`config.mk`:
```
export PLATFORM = sky130hd
export DESIGN_NAME = rgb_panel_pipe
export DESIGN_NICKNAME = d
export VERILOG_FILES = /design/src/rtl/rpp_pkg.sv /design/src/rtl/rpp_timing.sv /design/src/rtl/rpp_blend.sv /design/src/rtl/rpp_dither.sv /design/src/rtl/rgb_panel_pipe.sv
export SDC_FILE = /design/constraint.sdc
export NUM_CORES = 1
export LEC_CHECK = 0
export ABC_CLOCK_PERIOD_IN_PS = 22000
export BUFFER_PORTS_ARGS = -buffer_cell sky130_fd_sc_hd__clkbuf_2
export CORE_ASPECT_RATIO = 1.25
export CORE_MARGIN = 8
export CORE_UTILIZATION = 35
export CTS_BUF_LIST = sky130_fd_sc_hd__clkbuf_8
export DETAILED_ROUTE_END_ITERATION = 6
export SYNTH_ARGS = -nofsm -noshare
export SYNTH_HDL_FRONTEND = slang
export SYNTH_HIERARCHICAL = 1
export SYNTH_SLANG_ARGS = --single-unit
```
`constraint.sdc`:
```
create_clock -name clk_i -period 22 [get_ports clk_i]
set_input_delay 0 -clock clk_i [delete_from_list [all_inputs] [get_ports clk_i]]
set_output_delay 0 -clock clk_i [all_outputs]
set_load 0.1 [all_outputs]
```
`src/rtl/rpp_pkg.sv`:
```
package rpp_pkg;

   typedef struct packed {
      logic [7:0] a;
      logic [7:0] r;
      logic [7:0] g;
      logic [7:0] b;
   } argb_t;

   typedef struct packed {
      logic [7:0] r;
      logic [7:0] g;
      logic [7:0] b;
   } rgb_t;

   localparam int unsigned NUM_CH = 3;

   // widen 5/6/5 fields to 8 bits by repeating the top bits; opaque alpha
   function automatic argb_t rpp_widen(input logic [15:0] p);
      argb_t w;
      w.a = 8'hFF;
      w.r = {p[15:11], p[15:13]};
      w.g = {p[10:5], p[10:9]};
      w.b = {p[4:0], p[4:2]};
      return w;
   endfunction

endpackage

```
`src/rtl/rpp_timing.sv`:
```
module rpp_timing #(
   parameter int unsigned H_SYNC  = 9,
   parameter int unsigned H_BACK  = 29,
   parameter int unsigned H_ACT   = 320,
   parameter int unsigned H_FRONT = 2,
   parameter int unsigned V_SYNC  = 1,
   parameter int unsigned V_BACK  = 3,
   parameter int unsigned V_ACT   = 240,
   parameter int unsigned V_FRONT = 2
) (
   input  logic clk_i,
   input  logic rst_ni,
   output logic active_o,
   output logic hsync_o,
   output logic vsync_o,
   output logic x_par_o,
   output logic y_par_o
);
   localparam int unsigned HT = H_SYNC + H_BACK + H_ACT + H_FRONT;
   localparam int unsigned VT = V_SYNC + V_BACK + V_ACT + V_FRONT;
   localparam int unsigned HW = $clog2(HT);
   localparam int unsigned VW = $clog2(VT);
   localparam logic [HW-1:0] H_LAST = HW'(HT - 1);
   localparam logic [VW-1:0] V_LAST = VW'(VT - 1);
   localparam logic [HW-1:0] H_SEND = HW'(H_SYNC);
   localparam logic [VW-1:0] V_SEND = VW'(V_SYNC);
   localparam logic [HW-1:0] H_A0   = HW'(H_SYNC + H_BACK);
   localparam logic [HW-1:0] H_A1   = HW'(H_SYNC + H_BACK + H_ACT);
   localparam logic [VW-1:0] V_A0   = VW'(V_SYNC + V_BACK);
   localparam logic [VW-1:0] V_A1   = VW'(V_SYNC + V_BACK + V_ACT);

   if (H_SYNC < 1 || H_ACT < 1 || V_SYNC < 1 || V_ACT < 1) begin : g_bad_timing
      $error("rpp_timing: sync and active intervals need at least one unit");
   end

   logic [HW-1:0] h_q;
   logic [VW-1:0] v_q;
   logic [HW-1:0] h_rel;
   logic [VW-1:0] v_rel;

   always_ff @(posedge clk_i or negedge rst_ni) begin
      if (!rst_ni) begin
         h_q <= '0;
         v_q <= '0;
      end else if (h_q == H_LAST) begin
         h_q <= '0;
         v_q <= (v_q == V_LAST) ? '0 : v_q + 1'b1;
      end else begin
         h_q <= h_q + 1'b1;
      end
   end

   always_comb begin
      h_rel    = h_q - H_A0;
      v_rel    = v_q - V_A0;
      active_o = (h_q >= H_A0) && (h_q < H_A1) && (v_q >= V_A0) && (v_q < V_A1);
      hsync_o  = (h_q < H_SEND);
      vsync_o  = (v_q < V_SEND);
      x_par_o  = h_rel[0];
      y_par_o  = v_rel[0];
   end

   // the line counter steps by one until the last clock of the line
   a_r5_line_step: assert property (@(posedge clk_i) disable iff (!rst_ni)
      (h_q != H_LAST) |=> (h_q == $past(h_q) + 1'b1));

   // the frame counter only moves at the end of a line
   a_r6_frame_hold: assert property (@(posedge clk_i) disable iff (!rst_ni)
      (h_q != H_LAST) |=> $stable(v_q));

endmodule

```
`src/rtl/rpp_blend.sv`:
```
module rpp_blend
   import rpp_pkg::*;
(
   input  argb_t      fg_i,
   input  rgb_t       bg_i,
   input  logic [7:0] alpha_i,
   output rgb_t       mix_o
);
   logic [7:0] fg_ch  [NUM_CH];
   logic [7:0] bg_ch  [NUM_CH];
   logic [7:0] mix_ch [NUM_CH];
   logic [7:0] alpha_inv;

   always_comb begin
      alpha_inv = 8'hFF - alpha_i;
      fg_ch[0]  = fg_i.r;
      fg_ch[1]  = fg_i.g;
      fg_ch[2]  = fg_i.b;
      bg_ch[0]  = bg_i.r;
      bg_ch[1]  = bg_i.g;
      bg_ch[2]  = bg_i.b;
   end

   for (genvar ch = 0; ch < NUM_CH; ch++) begin : g_ch
      logic [15:0] weighted;
      logic [15:0] scaled;
      assign weighted   = 16'(alpha_i) * 16'(fg_ch[ch]) + 16'(alpha_inv) * 16'(bg_ch[ch]);
      assign scaled     = weighted / 16'd255;
      assign mix_ch[ch] = scaled[7:0];
   end

   assign mix_o = '{r: mix_ch[0], g: mix_ch[1], b: mix_ch[2]};

endmodule

```
`src/rtl/rpp_dither.sv`:
```
module rpp_dither
   import rpp_pkg::*;
#(
   parameter int unsigned OUT_BITS = 6
) (
   input  rgb_t c_i,
   input  logic x_par_i,
   input  logic y_par_i,
   output rgb_t c_o
);
   if (OUT_BITS != 6 && OUT_BITS != 8) begin : g_bad_bits
      $error("rpp_dither: OUT_BITS must be 6 or 8");
   end

   logic [7:0] in_ch  [NUM_CH];
   logic [7:0] out_ch [NUM_CH];

   always_comb begin
      in_ch[0] = c_i.r;
      in_ch[1] = c_i.g;
      in_ch[2] = c_i.b;
   end

   if (OUT_BITS == 8) begin : g_pass
      for (genvar ch = 0; ch < NUM_CH; ch++) begin : g_ch
         assign out_ch[ch] = in_ch[ch];
      end
   end else begin : g_ordered
      logic [1:0] thr;
      always_comb begin
         unique case ({x_par_i, y_par_i})
            2'b00:   thr = 2'd0;
            2'b10:   thr = 2'd2;
            2'b01:   thr = 2'd3;
            default: thr = 2'd1;
         endcase
      end
      for (genvar ch = 0; ch < NUM_CH; ch++) begin : g_ch
         logic [8:0] biased;
         logic [5:0] level;
         assign biased     = {1'b0, in_ch[ch]} + {7'd0, thr};
         assign level      = biased[8] ? 6'h3F : biased[7:2];
         assign out_ch[ch] = {level, 2'b00};
      end
   end

   assign c_o = '{r: out_ch[0], g: out_ch[1], b: out_ch[2]};

endmodule

```
`src/rtl/rgb_panel_pipe.sv`:
```
module rgb_panel_pipe
   import rpp_pkg::*;
#(
   parameter int unsigned H_SYNC   = 9,
   parameter int unsigned H_BACK   = 29,
   parameter int unsigned H_ACT    = 320,
   parameter int unsigned H_FRONT  = 2,
   parameter int unsigned V_SYNC   = 1,
   parameter int unsigned V_BACK   = 3,
   parameter int unsigned V_ACT    = 240,
   parameter int unsigned V_FRONT  = 2,
   parameter int unsigned OUT_BITS = 6
) (
   input  logic        clk_i,
   input  logic        rst_ni,
   input  logic        fifo_empty_i,
   input  logic [15:0] fifo_data_i,
   output logic        fifo_rd_o,
   input  logic [7:0]  alpha_i,
   input  logic [23:0] bg_i,
   output logic [23:0] rgb_o,
   output logic        hsync_o,
   output logic        vsync_o,
   output logic        de_o,
   output logic        pclk_o,
   output logic        underrun_o
);
   // timing counters
   logic tm_act, tm_hs, tm_vs, tm_xp, tm_yp;

   rpp_timing #(
      .H_SYNC (H_SYNC), .H_BACK(H_BACK), .H_ACT(H_ACT), .H_FRONT(H_FRONT),
      .V_SYNC (V_SYNC), .V_BACK(V_BACK), .V_ACT(V_ACT), .V_FRONT(V_FRONT)
   ) u_timing (
      .clk_i   (clk_i),
      .rst_ni  (rst_ni),
      .active_o(tm_act),
      .hsync_o (tm_hs),
      .vsync_o (tm_vs),
      .x_par_o (tm_xp),
      .y_par_o (tm_yp)
   );

   assign fifo_rd_o = tm_act && !fifo_empty_i;
   assign pclk_o    = clk_i;

   // stage A: fetched pixel widened, with position and sync
   argb_t a_pix;
   logic  a_de, a_und, a_hs, a_vs, a_xp, a_yp;
   logic  und_q;

   always_ff @(posedge clk_i or negedge rst_ni) begin
      if (!rst_ni) begin
         a_pix <= '0;
         a_de  <= 1'b0;
         a_und <= 1'b0;
         a_hs  <= 1'b0;
         a_vs  <= 1'b0;
         a_xp  <= 1'b0;
         a_yp  <= 1'b0;
         und_q <= 1'b0;
      end else begin
         if (fifo_rd_o) a_pix <= rpp_widen(fifo_data_i);
         a_de  <= tm_act;
         a_und <= tm_act && fifo_empty_i;
         a_hs  <= tm_hs;
         a_vs  <= tm_vs;
         a_xp  <= tm_xp;
         a_yp  <= tm_yp;
         und_q <= und_q || (tm_act && fifo_empty_i);
      end
   end

   assign underrun_o = und_q;

   // stage B: mix, substitute on underrun, dither
   rgb_t bg_c, mix_c, pick_c, dith_c;
   assign bg_c = bg_i;

   rpp_blend u_blend (
      .fg_i   (a_pix),
      .bg_i   (bg_c),
      .alpha_i(alpha_i),
      .mix_o  (mix_c)
   );

   assign pick_c = a_und ? bg_c : mix_c;

   rpp_dither #(.OUT_BITS(OUT_BITS)) u_dither (
      .c_i    (pick_c),
      .x_par_i(a_xp),
      .y_par_i(a_yp),
      .c_o    (dith_c)
   );

   always_ff @(posedge clk_i or negedge rst_ni) begin
      if (!rst_ni) begin
         rgb_o   <= '0;
         hsync_o <= 1'b0;
         vsync_o <= 1'b0;
         de_o    <= 1'b0;
      end else begin
         rgb_o   <= a_de ? dith_c : '0;
         hsync_o <= a_hs;
         vsync_o <= a_vs;
         de_o    <= a_de;
      end
   end

   // a pop always lands in an active stage-A slot
   a_r1_pop_active: assert property (@(posedge clk_i) disable iff (!rst_ni)
      fifo_rd_o |=> a_de);

   // data enable trails the counters by two edges
   a_r2_de_latency: assert property (@(posedge clk_i) disable iff (!rst_ni)
      de_o == $past(tm_act, 2));

   // opaque alpha leaves the widened pixel unchanged
   a_r3_opaque: assert property (@(posedge clk_i) disable iff (!rst_ni)
      (a_de && !a_und && alpha_i == 8'hFF) |-> (mix_c == {a_pix.r, a_pix.g, a_pix.b}));

   // data enable never overlaps a sync pulse
   a_r7_de_no_sync: assert property (@(posedge clk_i) disable iff (!rst_ni)
      de_o |-> (!hsync_o && !vsync_o));

   // the underrun flag never drops without reset
   a_r9_sticky: assert property (@(posedge clk_i) disable iff (!rst_ni)
      underrun_o |=> underrun_o);

endmodule

```
==> impl_metrics.csv <==
group,metric,value,unit
run_status,status,"completed",
placement,io_buffers,80,
floorplanning,floorplan.initialDensity,0.352,
route,first_pass_iters,7,
sta,setup_tns,0,ps
cts,hold_buffers,20,
placement,dpl.hpwl,48.2,mm
sta,min_period,13120,ps
route,drc,0,
floorplanning,fp.dieH,303,um
route,vias,19200,
floorplanning,rows,105,
layout,ff_latch_area,1680,sq um
sta,final_hold_viol_count,0,
global_route,use_met1,0.203,
worst_setup_path,crit_fanout,17,
cts,cts_resized,0,
cts,clkSlewWorstSetupHoldPaths,110,ps
sta,fmax,0.0762,GHz
worst_setup_path,end_kind,"flip-flop",
sta,finalCritPeriodShare,0.597,
floorplanning,die_area,74400,sq um
cts,cts_tree,"done",
worst_setup_path,cpPeakStageDelay,780,ps
worst_setup_path,critical_path_class,"reg -> reg",
global_route,grt_first_pass_wirelength,102,mm
sta,setup-violations-final,0,
layout,nNetsFinal,3317,
worst_setup_path,reg2reg_to,"rgb_o[12]$_DFF_PN0_",
route,detail_route.wl_per_cell,16.7,um
sta,fin_skew,29.9,ps
global_route,top_usage_layer,"met2",
sta,rsz0062_at_grt,"no",
worst_setup_path,rrSetupSlack,8880,ps
worst_setup_path,regToRegStartpoint,"a_pix[14]$_DFFE_PN0P_",
worst_setup_path,crit_arrival,13510,ps
global_route,use_met2,0.299,
route,drtIter0Drc,949,
yosys,yosysWarnings,6,
sta,final_max_slew_viol_count,0,
sta,tightest_slew,982,ps
global_route,grt_max_degree,68,
cts,cts_setup_buffers,0,
worst_setup_path,cp.required,22390,ps
worst_setup_path,ff2ff_path_depth,41,
min_path,hold_path.class,"in -> async",
placement,gp_congestion,0.871,
layout,multi_input_area,19300,sq um
yosys,syn_area,23100,sq um
global_route,antenna_found_initial,4,
global_route,gr-usage-met3,0.0157,
cts,clk-insertion-delay-late,520,ps
worst_setup_path,cpLargestDelayFamily,"compound AO/OA/AOI/OAI gates",
layout,post-route-util,0.377,
layout,fillers,6745,
floorplanning,ios,81,
global_route,grt_pass1_vias,19800,
route,viasPerCell,5.27,
placement,placed_area,24200,sq um
yosys,synth_cells,2735,
sta,slew_headroom,0.345,
layout,finalInstanceArea,24700,sq um
worst_setup_path,cpMaxStageDelayCell,"a2111oi_0",
floorplanning,core_area,65400,sq um
yosys,syn_avg_cell_area,8.43,sq um
flow_run,cap_violations,0,
worst_setup_path,cp_common_cell,"fa_1",
floorplanning,die_w,246,um
route,drtAntennaViolNets,0,
route,wirelength,60.8,mm
worst_setup_path,critPathBufInv,4,
worst_setup_path,start_kind,"flip-flop",
global_route,gr-total-overflow,0,
layout,drive_above_1_share,0.0955,
global_route,grt_usage,0.165,
layout,syn2layout_area_growth,7.02,%
==> stage by stage <==
stage / setup WS [ps] / hold WS [ps] / cells
floorplan: 10180 / -296 / 2742
global placement: 9110 / 217 / 3603
detailed placement: 8980 / 216 / 3603
CTS: 8950 / 197 / 3642
global route: 8080 / 270 / 3644
finish: 8880 / 172 / 3645
==> worst max path at each step <==
stage | start | to | slack (ps) | cells after the start
after global routing | a_pix[14]$_DFFE_PN0P_ | rgb_o[12]$_DFF_PN0_ | 8080 | 45
after global placement | alpha_i[5] | rgb_o[12]$_DFF_PN0_ | 9110 | 43
after floorplan | alpha_i[0] | rgb_o[6]$_DFF_PN0_ | 10180 | 45
final | a_pix[14]$_DFFE_PN0P_ | rgb_o[12]$_DFF_PN0_ | 8880 | 41
after CTS | a_pix[14]$_DFFE_PN0P_ | rgb_o[12]$_DFF_PN0_ | 8950 | 41
after detailed placement | alpha_i[4] | rgb_o[12]$_DFF_PN0_ | 8980 | 43
==> metal layers <==
layer,share of wire,routed length [um]
met3,0.027,1660
met5,0.00021,13
met4,0.029,1760
met1,0.43,26300
met2,0.51,31100
==> cell type report <==
type | instances | area share
Timing Repair Buffer | 108 | 0.0270
Tap cell | 856 | 0.0434
Clock buffer | 13 | 0.00690
Antenna cell | 3 | 0.000304
Sequential cell | 67 | 0.0680
Multi-Input combinational cell | 2140 | 0.782
Inverter | 451 | 0.0686
Clock inverter | 7 | 0.00340
==> sequential cells by signal, summed over array words and instances, names as in the netlist, 8 cells and up <==
name and cells:
rgb_o 24, a_pix 16, u_timing/h_q 9, u_timing/v_q 8
==> cell usage in the layout, fill, tap and decap left out, types with 12 or more instances in the layout <==
master and n:
inv_1 451, fa_1 288, nand2_1 212, ha_1 197, and2_1 151, nor2b_1 143
nor2_1 89, a21oi_1 89, clkbuf_2 79, nand2b_1 75, o21ai_0 69, dfrtp_1 67
nand3_1 55, nor3_1 54, xnor2_1 53, mux2_2 46, nand4_1 31, a21o_1 30
xor2_1 28, and3_1 28, a211oi_1 27, o211ai_1 26, a31oi_1 25, dlygate4sd3_1 20
o21a_1 19, nor4_1 19, or3_1 16, mux2i_1 15, a211o_1 14, clkbuf_8 12
or2_1 12
Power is not shown: default switching activity piles up to over one toggle a cycle in this logic, so the estimate is an artifact.
